<file path="config.mk">
export PLATFORM = sky130hd
export DESIGN_NAME = radix_converter
export DESIGN_NICKNAME = d
export VERILOG_FILES = /design/src/rtl/radix_conv_pkg.sv /design/src/rtl/rc_int_divider.sv /design/src/rtl/rc_digit_stack.sv /design/src/rtl/rc_frac_step.sv /design/src/rtl/radix_converter.sv
export SDC_FILE = /design/constraint.sdc
export NUM_CORES = 1
export LEC_CHECK = 0
export CAP_MARGIN = 25
export CORE_ASPECT_RATIO = 0.6
export CORE_MARGIN = 2
export CORE_UTILIZATION = 61
export CTS_BUF_LIST = sky130_fd_sc_hd__clkbuf_8
export CTS_CLUSTER_SIZE = 10
export DETAILED_ROUTE_END_ITERATION = 16
export MAX_ROUTING_LAYER = met4
export PLACE_DENSITY = 0.9
export SLEW_MARGIN = 20
export SYNTH_ARGS = -nofsm -noshare
export SYNTH_HDL_FRONTEND = slang
export SYNTH_SLANG_ARGS = --single-unit
</file>
<file path="constraint.sdc">
create_clock -name clk -period 10.79 [get_ports clk]
set_input_delay 2.6975 -clock clk [delete_from_list [all_inputs] [get_ports clk]]
set_output_delay 2.6975 -clock clk [all_outputs]
set_load 0.02 [all_outputs]
</file>
<file path="src/rtl/radix_conv_pkg.sv">
// Shared types and helpers for the radix converter.
// Assumes digit values never exceed 15 (largest radix is 16).
package radix_conv_pkg;

    typedef enum logic [1:0] {
        RAD_BIN = 2'd0,
        RAD_OCT = 2'd1,
        RAD_DEC = 2'd2,
        RAD_HEX = 2'd3
    } radix_e;

    typedef enum logic [2:0] {
        ST_IDLE,
        ST_DIV_GO,
        ST_DIV_WAIT,
        ST_INT_OUT,
        ST_FRAC_OUT,
        ST_DONE
    } conv_state_e;

    // Numeric value of a radix code.
    function automatic logic [4:0] radix_value(input radix_e r);
        case (r)
            RAD_BIN: radix_value = 5'd2;
            RAD_OCT: radix_value = 5'd8;
            RAD_DEC: radix_value = 5'd10;
            default: radix_value = 5'd16;
        endcase
    endfunction

    // Shift amount for power-of-two radices, zero when a real divide is needed.
    function automatic logic [2:0] radix_shift(input radix_e r);
        case (r)
            RAD_BIN: radix_shift = 3'd1;
            RAD_OCT: radix_shift = 3'd3;
            RAD_DEC: radix_shift = 3'd0;
            default: radix_shift = 3'd4;
        endcase
    endfunction

    // ASCII glyph for a digit value 0..15.
    function automatic logic [7:0] digit_char(input logic [3:0] d);
        if (d < 4'd10) digit_char = 8'h30 + {4'h0, d};
        else           digit_char = 8'h37 + {4'h0, d};
    endfunction

endpackage

</file>
<file path="src/rtl/rc_int_divider.sv">
// Divides the integer field by the radix, giving quotient and remainder.
// Power-of-two radices finish in one cycle by shift and mask; radix 10
// runs a restoring divider for INT_W cycles. fin_o pulses for one cycle
// when quo_o/rem_o are valid. Assumes INT_W >= 4 and go_i only while idle.
module rc_int_divider
    import radix_conv_pkg::*;
#(
    parameter int INT_W = 8
) (
    input  logic             clk,
    input  logic             rst_n,
    input  logic             go_i,
    input  logic [INT_W-1:0] num_i,
    input  radix_e           rad_i,
    output logic [INT_W-1:0] quo_o,
    output logic [3:0]       rem_o,
    output logic             fin_o
);
    localparam int CNT_W = $clog2(INT_W + 1);

    logic [INT_W-1:0] quo_q;
    logic [3:0]       rem_q;
    logic [CNT_W-1:0] cnt_q;
    logic             run_q;
    logic             fin_q;
    radix_e           rad_q;

    logic [2:0] go_sh;
    logic [3:0] go_mask;
    logic [4:0] shifted;
    logic [5:0] trial;
    logic       trial_ok;

    // Shortcut decode and one restoring step.
    always_comb begin
        go_sh    = radix_shift(rad_i);
        go_mask  = 4'((5'd1 << go_sh) - 5'd1);
        shifted  = {rem_q, quo_q[INT_W-1]};
        trial    = {1'b0, shifted} - {1'b0, radix_value(rad_q)};
        trial_ok = ~trial[5];
    end

    // Load operands, or advance the divider by one quotient bit.
    always_ff @(posedge clk) begin
        if (!rst_n) begin
            quo_q <= '0;
            rem_q <= '0;
            cnt_q <= '0;
            run_q <= 1'b0;
            fin_q <= 1'b0;
            rad_q <= RAD_BIN;
        end else begin
            fin_q <= 1'b0;
            if (go_i) begin
                rad_q <= rad_i;
                if (go_sh != 3'd0) begin
                    quo_q <= num_i >> go_sh;
                    rem_q <= num_i[3:0] & go_mask;
                    fin_q <= 1'b1;
                    run_q <= 1'b0;
                end else begin
                    quo_q <= num_i;
                    rem_q <= '0;
                    cnt_q <= CNT_W'(INT_W);
                    run_q <= 1'b1;
                end
            end else if (run_q) begin
                quo_q <= {quo_q[INT_W-2:0], trial_ok};
                rem_q <= trial_ok ? trial[3:0] : shifted[3:0];
                cnt_q <= cnt_q - 1'b1;
                if (cnt_q == CNT_W'(1)) begin
                    run_q <= 1'b0;
                    fin_q <= 1'b1;
                end
            end
        end
    end

    assign quo_o = quo_q;
    assign rem_o = rem_q;
    assign fin_o = fin_q;
endmodule

</file>
<file path="src/rtl/rc_digit_stack.sv">
// Last-in first-out store for integer digits, so that the remainders
// produced least significant first leave most significant first.
// Assumes the caller never pushes when full or pops when empty.
module rc_digit_stack #(
    parameter int DEPTH = 8,
    parameter int DW    = 4
) (
    input  logic          clk,
    input  logic          rst_n,
    input  logic          clr_i,
    input  logic          push_i,
    input  logic [DW-1:0] din_i,
    input  logic          pop_i,
    output logic [DW-1:0] top_o,
    output logic [$clog2(DEPTH+1)-1:0] count_o
);
    localparam int AW = (DEPTH > 1) ? $clog2(DEPTH) : 1;
    localparam int CW = $clog2(DEPTH + 1);

    logic [DW-1:0] mem [DEPTH];
    logic [CW-1:0] cnt_q;

    // Track the fill level.
    always_ff @(posedge clk) begin
        if (!rst_n || clr_i) cnt_q <= '0;
        else if (push_i)     cnt_q <= cnt_q + 1'b1;
        else if (pop_i)      cnt_q <= cnt_q - 1'b1;
    end

    // Write a pushed digit into the next free slot.
    always_ff @(posedge clk) begin
        if (push_i) mem[AW'(cnt_q)] <= din_i;
    end

    assign top_o   = mem[AW'(cnt_q - 1'b1)];
    assign count_o = cnt_q;
endmodule

</file>
<file path="src/rtl/rc_frac_step.sv">
// One multiply step of the fraction: the bits above the binary point of
// frac*r form the digit, the rest is the new fraction. Purely combinational.
module rc_frac_step
    import radix_conv_pkg::*;
#(
    parameter int FRAC_W = 8
) (
    input  logic [FRAC_W-1:0] frac_i,
    input  radix_e            rad_i,
    output logic [3:0]        digit_o,
    output logic [FRAC_W-1:0] rest_o
);
    localparam int PW = FRAC_W + 4;

    logic [PW-1:0] prod;

    // Scale the fraction by the radix and split it at the binary point.
    always_comb begin
        prod    = PW'(frac_i) * PW'(radix_value(rad_i));
        digit_o = prod[PW-1:FRAC_W];
        rest_o  = prod[FRAC_W-1:0];
    end
endmodule

</file>
<file path="src/rtl/radix_converter.sv">
// Top of the fixed-point radix converter. It captures the operands on start,
// fills the digit stack through the divider, drains the stack as integer
// digits, then sends fraction digits until the remainder is zero or
// MAX_FRAC digits have gone. Assumes MAX_FRAC >= 1 and INT_W >= 4.
module radix_converter
    import radix_conv_pkg::*;
#(
    parameter int INT_W    = 8,
    parameter int FRAC_W   = 8,
    parameter int MAX_FRAC = 6
) (
    input  logic              clk,
    input  logic              rst_n,
    input  logic              start_i,
    input  logic [INT_W-1:0]  int_i,
    input  logic [FRAC_W-1:0] frac_i,
    input  logic [1:0]        radix_i,
    output logic              busy_o,
    output logic              done_o,
    output logic              dig_valid_o,
    input  logic              dig_ready_i,
    output logic [3:0]        dig_val_o,
    output logic [7:0]        dig_char_o,
    output logic              dig_frac_o,
    output logic              dig_last_o
);
    localparam int FCW = $clog2(MAX_FRAC + 1);
    localparam int SCW = $clog2(INT_W + 1);

    conv_state_e       state_q;
    radix_e            rad_q;
    logic [INT_W-1:0]  int_q;
    logic [FRAC_W-1:0] frac_q;
    logic [FCW-1:0]    fcnt_q;

    logic              div_go, div_fin;
    logic [INT_W-1:0]  div_quo;
    logic [3:0]        div_rem;
    logic              stk_push, stk_pop, stk_clr;
    logic [3:0]        stk_top;
    logic [SCW-1:0]    stk_cnt;
    logic [3:0]        f_digit;
    logic [FRAC_W-1:0] f_rest;
    logic              fire;

    rc_int_divider #(.INT_W(INT_W)) u_div (
        .clk   (clk),
        .rst_n (rst_n),
        .go_i  (div_go),
        .num_i (int_q),
        .rad_i (rad_q),
        .quo_o (div_quo),
        .rem_o (div_rem),
        .fin_o (div_fin)
    );

    rc_digit_stack #(.DEPTH(INT_W), .DW(4)) u_stack (
        .clk     (clk),
        .rst_n   (rst_n),
        .clr_i   (stk_clr),
        .push_i  (stk_push),
        .din_i   (div_rem),
        .pop_i   (stk_pop),
        .top_o   (stk_top),
        .count_o (stk_cnt)
    );

    rc_frac_step #(.FRAC_W(FRAC_W)) u_frac (
        .frac_i  (frac_q),
        .rad_i   (rad_q),
        .digit_o (f_digit),
        .rest_o  (f_rest)
    );

    // Digit stream drive and sub-block strobes, decoded from the state.
    always_comb begin
        dig_valid_o = 1'b0;
        dig_val_o   = 4'd0;
        dig_frac_o  = 1'b0;
        dig_last_o  = 1'b0;
        case (state_q)
            ST_INT_OUT: begin
                dig_valid_o = 1'b1;
                dig_val_o   = stk_top;
                dig_last_o  = (stk_cnt == SCW'(1)) && (frac_q == '0);
            end
            ST_FRAC_OUT: begin
                dig_valid_o = 1'b1;
                dig_val_o   = f_digit;
                dig_frac_o  = 1'b1;
                dig_last_o  = (f_rest == '0) || (fcnt_q == FCW'(MAX_FRAC - 1));
            end
            default: ;
        endcase
        fire       = dig_valid_o && dig_ready_i;
        dig_char_o = digit_char(dig_val_o);
        div_go     = (state_q == ST_DIV_GO);
        stk_push   = (state_q == ST_DIV_WAIT) && div_fin;
        stk_pop    = (state_q == ST_INT_OUT) && fire;
        stk_clr    = (state_q == ST_IDLE) && start_i;
        busy_o     = (state_q != ST_IDLE);
        done_o     = (state_q == ST_DONE);
    end

    // Sequencer: capture, divide loop, integer drain, fraction steps, done.
    always_ff @(posedge clk) begin
        if (!rst_n) begin
            state_q <= ST_IDLE;
            rad_q   <= RAD_BIN;
            int_q   <= '0;
            frac_q  <= '0;
            fcnt_q  <= '0;
        end else begin
            case (state_q)
                ST_IDLE: if (start_i) begin
                    rad_q   <= radix_e'(radix_i);
                    int_q   <= int_i;
                    frac_q  <= frac_i;
                    fcnt_q  <= '0;
                    state_q <= ST_DIV_GO;
                end
                ST_DIV_GO: state_q <= ST_DIV_WAIT;
                ST_DIV_WAIT: if (div_fin) begin
                    int_q   <= div_quo;
                    state_q <= (div_quo == '0) ? ST_INT_OUT : ST_DIV_GO;
                end
                ST_INT_OUT: if (fire && stk_cnt == SCW'(1)) begin
                    state_q <= (frac_q == '0) ? ST_DONE : ST_FRAC_OUT;
                end
                ST_FRAC_OUT: if (fire) begin
                    frac_q <= f_rest;
                    fcnt_q <= fcnt_q + 1'b1;
                    if (dig_last_o) state_q <= ST_DONE;
                end
                default: state_q <= ST_IDLE;
            endcase
        end
    end
endmodule

</file>
# After elaboration in Yosys (flattened, before gate mapping)
# Memory sizes are Yosys's and may differ from the RTL's.
# Index checks and enable logic that the tools add are counted.
# totals
ramBits	32
in_bits	22
out_inout_bits	17
regBits	48
memories	1
elab_cells	119
# classes
shifts	2
bitwise	2
order_cmp	1
mul	1
n_eq_ne	18
muxes	47
n_reduce_logical	27
add_sub_neg	8
# mem_list
memory	words	word_bits	read_ports	rd_clocked_by_memory_dff	write_ports	line	rtl
u_stack.mem	8	4	1	0	1	rc_digit_stack.sv:20	logic [DW-1:0] mem [DEPTH];
# op_table
op	count
$mux 8	7
$mux 4	9
$pmux 8 s2	2
$pmux 5 s3	2
$logic_not 8->1	3
$mux 3	7
$pmux 3 s5	1
$add 6x4->7 const A	2
$mux 1	13
$mul 8x5->12	1
$sub 4x1->4 const B	3
$eq 3x3->1 const B	3
$pmux 3 s3	1
$eq 4x1->1 const B	2
$ne 2x2->1 const B	4
$pmux 4 s2	1
$reduce_bool 2->1	4
$shr 8x3->8	1
$mux 7	1
$eq 3x2->1 const B	2
$logic_and 1x1->1	6
$pmux 3 s2	1
$reduce_and 3->1	2
$reduce_bool 3->1	2
20 further kinds	26

# Longest topological paths before layout
# Gate-level depths: netlist of the first run.
# depth
depth_word	9
ltp_mapped	17

# By module
# A second synthesis of the first run with hierarchy kept.
# unflattened
hier_cells	486
area_unflattened_um2	5157.4
# modules_own_cells
mod	cells_per_inst	area_each_um2	n_inst	seq_area_each_um2
radix_converter	162	1520.2	1	480.5
rc_digit_stack	87	1517.7	1	1041.0
rc_int_divider	150	1355.0	1	400.4
rc_frac_step	87	764.5	1	0.0

# Least setup slack after synthesis of the first run
# OpenSTA, ideal clock, no wires.
# synth_timing
path_kind	register to output
startpoint	reg rad_q[0]
endpoint	out dig_char_o[1]
t_required_ns	8.093
n_path_buf	2
arrival_ns	4.541
slack_ns	3.552
path_stages_with_launch	15
cell_sequence	dfxtp_1 > ha_1 > clkbuf_1 > clkbuf_1 > and2_1 > ha_1 > fa_1 > ha_1 > ha_1 > a211oi_1 > nor2_1 > o32ai_1 > inv_1 > ha_1 > a22oi_1
# synth_via
elab_chain_len	6
word_cells_on_any_way	10
# synth_lines
element	line	rtl
start, declared	radix_converter.sv:31	radix_e rad_q;
start signal, assigned	radix_converter.sv:116	rad_q <= radix_e'(radix_i);
$eq 2x2->1 (tied with other cells)	radix_conv_pkg.sv:23	case (r)
$pmux 5 s3 (*)	radix_conv_pkg.sv:23	
$mul 8x5->12 (*)	rc_frac_step.sv:19	prod = PW'(frac_i) * PW'(radix_value(rad_i));
$pmux 4 s2 (*)	radix_converter.sv:81	case (state_q)
via dig_val_o[0]	radix_converter.sv:22	output logic [3:0] dig_val_o,
$add 6x4->7 (tied with other cells)	radix_conv_pkg.sv:44	else digit_char = 8'h37 + {4'h0, d};
$mux 7 (*)	radix_conv_pkg.sv:43	if (d < 4'd10) digit_char = 8'h30 + {4'h0, d};
end, declared	radix_converter.sv:23	output logic [7:0] dig_char_o,
# Mark *: on every way through the listed nets, which the timed path passes. The rest lies on a longest branch.

# Final worst setup path of the first run
# layout_timing
startpoint	reg rad_q[0]
endpoint	out dig_char_o[0]
# layout_via
elab_chain_len	6
word_cells_on_any_way	10
# layout_lines
element	line
$eq 2x2->1 (tied with other cells)	radix_conv_pkg.sv:23
$pmux 5 s3 (*)	radix_conv_pkg.sv:23
$mul 8x5->12 (*)	rc_frac_step.sv:19
$pmux 4 s2 (*)	radix_converter.sv:81
$add 6x4->7 (tied with other cells)	radix_conv_pkg.sv:44
$mux 7 (*)	radix_conv_pkg.sv:43
# Mark *: on every way between the ends. The rest lies on a longest branch, timed or not.

==> results of run 1 <==
## through the flow
stage,util (%),std cells,instance area [um^2],worst slack [ns]
6_report,70.9,664,5630,2.43
3_3_place_gp,68.5,648,5440,3.14
4_1_cts,70.9,664,5630,2.49
3_5_place_dp,68.5,648,5440,2.92
2_1_floorplan,-,530,5050,3.55
5_1_grt,70.9,664,5630,2.20
## worst reg2reg max path: cells and delay by family, from the launching register on
family / cells / cell delay, ns
fa+ha+maj: 6 / 2.49
simple gates: 2 / 0.62
flops: 1 / 0.59
compound gates: 4 / 0.83
## power by group
group / switching (mW) / leakage (nW) / internal, mW
Combinational: 0.240 / 1.43 / 0.165
Clock: 0.111 / 0.0978 / 0.105
Sequential: 0.0649 / 0.687 / 0.357
## cells by family (layout without fill, tap and decap cells)
family	Yosys count	in the layout	synth area share, %
AO/OA/AOI/OAI	127	127	17.6
XOR/XNOR	12	12	2.35
adder cells (fa/ha/maj)	47	47	12.4
buffers and inverters	61	87	4.91
flip-flops	80	80	38.1
multiplexers	30	30	8.00
other	1	1	0.0743
AND/OR/NAND/NOR	172	172	16.6
## synth_stat cells (all sizes together), types with 13 or more instances
cell    count
nor2       46
buf        13
mux2i      19
inv        32
edfxtp     32
clkbuf     15
and2       24
o21ai      32
nand2      50
dfxtp      48
ha         42
a21oi      25
a211oi     14
## metal layers
metal  part of all wire [%]  track usage (%)  vias to the layer above
li1                       -                -                     1941
met1                     45             38.0                     1980
met2                     46             45.4                      167
met3                    6.9             6.37                       22
met4                    1.6             10.9                        0
met5                      0                -                        -
## cell type report
cell class	instances	area, um^2
Multi-Input combinational cell	389	2880
Fill cell	585	2310
Sequential cell	80	1920
Timing Repair Buffer	38	378
Tap cell	108	135
Clock buffer	9	124
Inverter	33	124
Clock inverter	7	63.8
## worst paths after layout
path / end / cells after the start / startpoint / slack, ns
min: u_div.cnt_q[2] / 1 / u_div.cnt_q[2] / 0.51
max: dig_char_o[0] / 14 / rad_q[0] / 2.43
min reg2reg: u_div.cnt_q[2] / 1 / u_div.cnt_q[2] / 0.51
max reg2reg: state_q[0] / 12 / rad_q[0] / 6.17
## registers in the layout, indices dropped and copies added, names as in the netlist, 2 cells and up
register	cells
u_div.quo_o	8
state_q	3
u_div.rad_q	2
u_stack.count_o	4
u_div.rem_o	4
fcnt_q	3
frac_q	8
u_stack.mem	32
int_q	8
rad_q	2
u_div.cnt_q	4
==> results.toml, run 1 <==
[status]
outcome = "complete, no violations"

[pwr]
powerDensity_nw_per_um2 = 185
p_leak_nw = 2.21
totalPowerFinal_mw = 1.04
max-vdd-ir-drop_mv = 0.115

[timing]
rsz0062_at_grt = "false"
setup-tns-final_ns = 0
timing.fmax_mhz = 120
min_period_over_period_pct = 77.5
hold_slack_ns = 0.506
maxSlewViolCount = 0
finalClockSkew_ns = 0.0170
period_minus_slack_ns = 8.36
tightestPinTransition_ns = 0.962
hold_viol_final = 0
slew_headroom_pct = 35.6
finalSetupViolCount = 0

[final_layout]
drive_above_1_share_pct = 6.47
syn_to_final_growth_pct = 11.5
nNetsFinal = 620
diodes = 0
layout_commonest_cell = "nand2_1"
final_cell_mix = "50 x nand2_1, 48 x dfxtp_1, 46 x nor2_1"

[grt]
antenna_found_initial = 0
grt_start_max_net_pins = 30
grt-ovfl-total = 0
grt_pass1_wl_um = 19200
track_usage_pct = 29.2
grt_pass1_vias = 3883

[placement]
dp_hpwl_um = 8710
globalplace.congestion = 0.980
port_buffers = 37

[clock_tree]
cts_resized = 0
cts_tree = "done"
post_cts_buffers = 0
cts_root_buffer = "clkbuf_8"
clockBufferDepth = 2
clkSinkCount = 80
cts_hold_buf = 0
numCtsBuffers = 9
path_clk_slew_ns = 0.08
h-tree-depth = 3
clock_latency_ns = 0.37

[die]
num_rows = 25
core_um2 = 7950
start_util_pct = 63.5
die_w_um = 121
ios = 39
die-height_um = 74.5
die-area_um2 = 9040

[detailed_routing]
vias_per_cell = 6.19
drt-total-wl_um = 12100
first_pass_iters = 5
drtIter0Drc = 381
wl_per_cell_um = 18.2
drc = 0
antenna_left = 0
vias = 4110

[yosys]
netlist_instances = 530
synth_top_area_share_pct = 19.0
yosys.area.top_type = "dfxtp_1"
ys_ff_latch = 80
synth_ff_type = "dfxtp_1"
synth_edf_count = 32
async_flop_share_pct = 0
ys_types = 62
seq_area_frac_synth_pct = 38.1
syn_area_um2 = 5050
avgSynthCellArea_um2 = 9.53
yosysWarnings = 0
synth_nets = 599
synth_area_leaders = "dfxtp_1 19%, edfxtp_1 19%, ha_1 10%, mux2i_1 3.8%, nand2_1 3.7%"

[worst_setup_path]
path_delay_family = "adder cells"
end_kind = "output port"
critPathMaxFanout = 21
slowest_stage = "ha_1"
startpoint_type = "flip-flop"
critPathKind = "flip-flop to output port"
worstPathArrival_ns = 5.66
max_stage_delay_ns = 0.70
cp_cell_sequence = "ha_1 -> and2_1 -> ha_1 -> fa_1 -> ha_1 -> ha_1 -> fa_1 -> a21o_1 -> a2111oi_4 -> xnor3_1 -> o21ai_4 -> a21boi_4 -> xnor2_1 -> clkdlybuf4s50_1"
path_buf_inv = 1
worstPathRequired_ns = 8.09
crit_top_cell = "ha_1"

[worst_hold_path]
worst_hold_path_type = "flip-flop to flip-flop"

[flow_run]
drv_cap = 0
(Power assumes the default switching activity.)
==> run 2, diff against run 1 <==
--- a/config.mk
+++ b/config.mk
@@ -8,12 +8,12 @@
 export CAP_MARGIN = 25
 export CORE_ASPECT_RATIO = 0.6
 export CORE_MARGIN = 2
-export CORE_UTILIZATION = 61
+export CORE_UTILIZATION = 55
 export CTS_BUF_LIST = sky130_fd_sc_hd__clkbuf_8
 export CTS_CLUSTER_SIZE = 10
 export DETAILED_ROUTE_END_ITERATION = 16
 export MAX_ROUTING_LAYER = met4
-export PLACE_DENSITY = 0.9
+export PLACE_DENSITY = 0.86
 export SLEW_MARGIN = 20
 export SYNTH_ARGS = -nofsm -noshare
 export SYNTH_HDL_FRONTEND = slang
==> constraint.sdc (replaced) <==
create_clock -name clk -period 7.4 [get_ports clk]
set_input_delay 1.85 -clock clk [delete_from_list [all_inputs] [get_ports clk]]
set_output_delay 1.85 -clock clk [all_outputs]
set_load 0.02 [all_outputs]
==> run 2 against run 1 <==
  * Sequential share of layout area fell by 0.20 points
  * Clock skew fell by 0.0070 ns
  * Die area rose by 10%
  * Worst hold slack got worse by 0.013 ns
  * Critical path depth rose by 1
  * Global-route usage fell by 5.3 points
  * Core utilization fell by 8.3 points
  * Sequential power rose by 45%
  * Clock power rose by 52%
  * Critical path type unchanged
==> results.toml, run 2 (synthesized netlist as in run 1, its figures left out) <==
[placement]
preCtsSetupSlack_ns = 0.408
placed_cells = 657
port_buffers = 37
globalplace.congestion = 0.930
dp_hpwl_um = 8380
place_area_um2 = 5460

[detailed_routing]
wl_met2_um = 4980
vias_per_cell = 5.97
antenna_left = 0
drt-total-wl_um = 11400
drtIter0Drc = 353
wl_met3_um = 694
wl_per_cell_um = 16.9
vias = 4021
top_layer_used = "met4"
drc = 0
met1_length_um = 5610
first_pass_iters = 5

[die]
start_util_pct = 55.8
die_w_um = 128
die-height_um = 78.2
core_um2 = 9050
die-area_um2 = 9990
num_rows = 27
ios = 39

[final_layout]
layout_commonest_cell = "nand2_1"
nNetsFinal = 621
layoutNonFillerInstCount = 673
largest_reg_flops = 32
diodes = 0
drive_above_1_share_pct = 7.36
postLayoutCellArea_um2 = 5670
final_cell_mix = "50 x nand2_1, 47 x dfxtp_1, 46 x nor2_1"
largest-register = "u_stack.mem"
syn_to_final_growth_pct = 12.2
n_fill_cell = 719

[timing]
tightestPinTransition_ns = 0.973
setup-tns-final_ns = 0
rsz0062_at_grt = "false"
period_minus_slack_ns = 7.15
finalSetupViolCount = 0
min_period_over_period_pct = 96.6
timing.fmax_mhz = 140
timing.final.ws_setup_ns = 0.248
maxSlewViolCount = 0
slew_headroom_pct = 34.8
finalClockSkew_ns = 0.00999
hold_viol_final = 0

[clock_tree]
numCtsBuffers = 9
clock_latency_ns = 0.36
clockBufferDepth = 2
h-tree-depth = 3
clkSinkCount = 80
cts_tree = "done"
path_clk_slew_ns = 0.09
cts_root_buffer = "clkbuf_8"
post_cts_buffers = 0

[grt]
grt-ovfl-total = 0
grt_pass1_wl_um = 18400
grt_start_max_net_pins = 29
track_usage_pct = 23.9
antenna_found_initial = 0
grt_pass1_vias = 3621

[worst_setup_path]
cp_cell_sequence = "inv_1 -> ha_2 -> and2_1 -> ha_1 -> fa_1 -> ha_1 -> ha_1 -> fa_1 -> a21o_1 -> a2111oi_4 -> xnor3_1 -> o21ai_4 -> a21boi_4 -> xnor2_1 -> clkdlybuf4s50_1"
end_kind = "output port"
crit_top_cell = "ha_1"
critPathKind = "flip-flop to output port"
max_stage_delay_ns = 0.61
worstPathArrival_ns = 5.30
slowest_stage = "clkdlybuf4s50_1"
critPathMaxFanout = 11
startpoint_type = "flip-flop"
worstPathRequired_ns = 5.55
ff2ff_setup_slack_ns = 3.27

[flow_run]
drv_cap = 0

[pwr]
max-vdd-ir-drop_mv = 0.212
p_leak_nw = 2.21
powerDensity_nw_per_um2 = 268
totalPowerFinal_mw = 1.52

[status]
outcome = "complete, no violations"

[worst_hold_path]
worst_hold_path_type = "flip-flop to flip-flop"
==> run 2: cell types whose count changed in the layout (fill, tap and decap cells not counted), sizes merged <==
cell / before / now
clkinv: 5 / 2
clkinvlp: 1 / 3
buf: 1 / 2
inv: 33 / 34
==> run 2: worst paths after layout <==
check	start	end	cells past startpoint
hold / removal	u_div.cnt_q[2]	u_div.cnt_q[2]	1
hold reg to reg	u_div.cnt_q[2]	u_div.cnt_q[2]	1
setup reg to reg	rad_q[0]	state_q[0]	13
setup / recovery	rad_q[0]	dig_char_o[0]	15
==> run 2: layout make-up <==
class                           instances  area (um^2)  area share [%]
Clock buffer                            9          124            2.19
Multi-Input combinational cell        389         2890            50.9
Timing Repair Buffer                   39          385            6.80
Tap cell                              116          145            2.56
Sequential cell                        80         1920            33.9
Clock inverter                          7         78.8            1.39
Inverter                               33          124            2.19
==> run 2: report_power, final <==
group          internal (mW)  switching, mW
Clock                  0.159          0.170
Sequential             0.521         0.0922
Combinational          0.240          0.339
Total                  0.919          0.601
==> run 2: routing by layer <==
metal / vias to the layer above / global-route usage (%)
met5: - / -
met4: 0 / 4.84
met3: 12 / 5.04
met2: 131 / 35.5
met1: 1923 / 34.1
li1: 1955 / -
==> run 2: timing repair <==
item                       CTS  global route
gates resized for setup      0             2
setup endpoints to repair    0             7
hold buffers                 0             0
==> run 2: worst max-delay path, delay by kind of cell, from the launching register on <==
family,cells,cell delay (ns)
AO/OA/AOI/OAI,4,1.01
XOR/XNOR,2,0.42
adder cells (fa/ha/maj),6,2.09
buffers and inverters,2,0.76
flip-flops,1,0.46
AND/OR/NAND/NOR,1,0.19
==> run 2: through the flow <==
stage,utilization [%],hold slack (ns)
2_1_floorplan,-,0.443
3_3_place_gp,60.3,0.461
3_5_place_dp,60.3,0.476
4_1_cts,62.5,0.491
5_1_grt,62.6,0.523
6_report,62.6,0.493
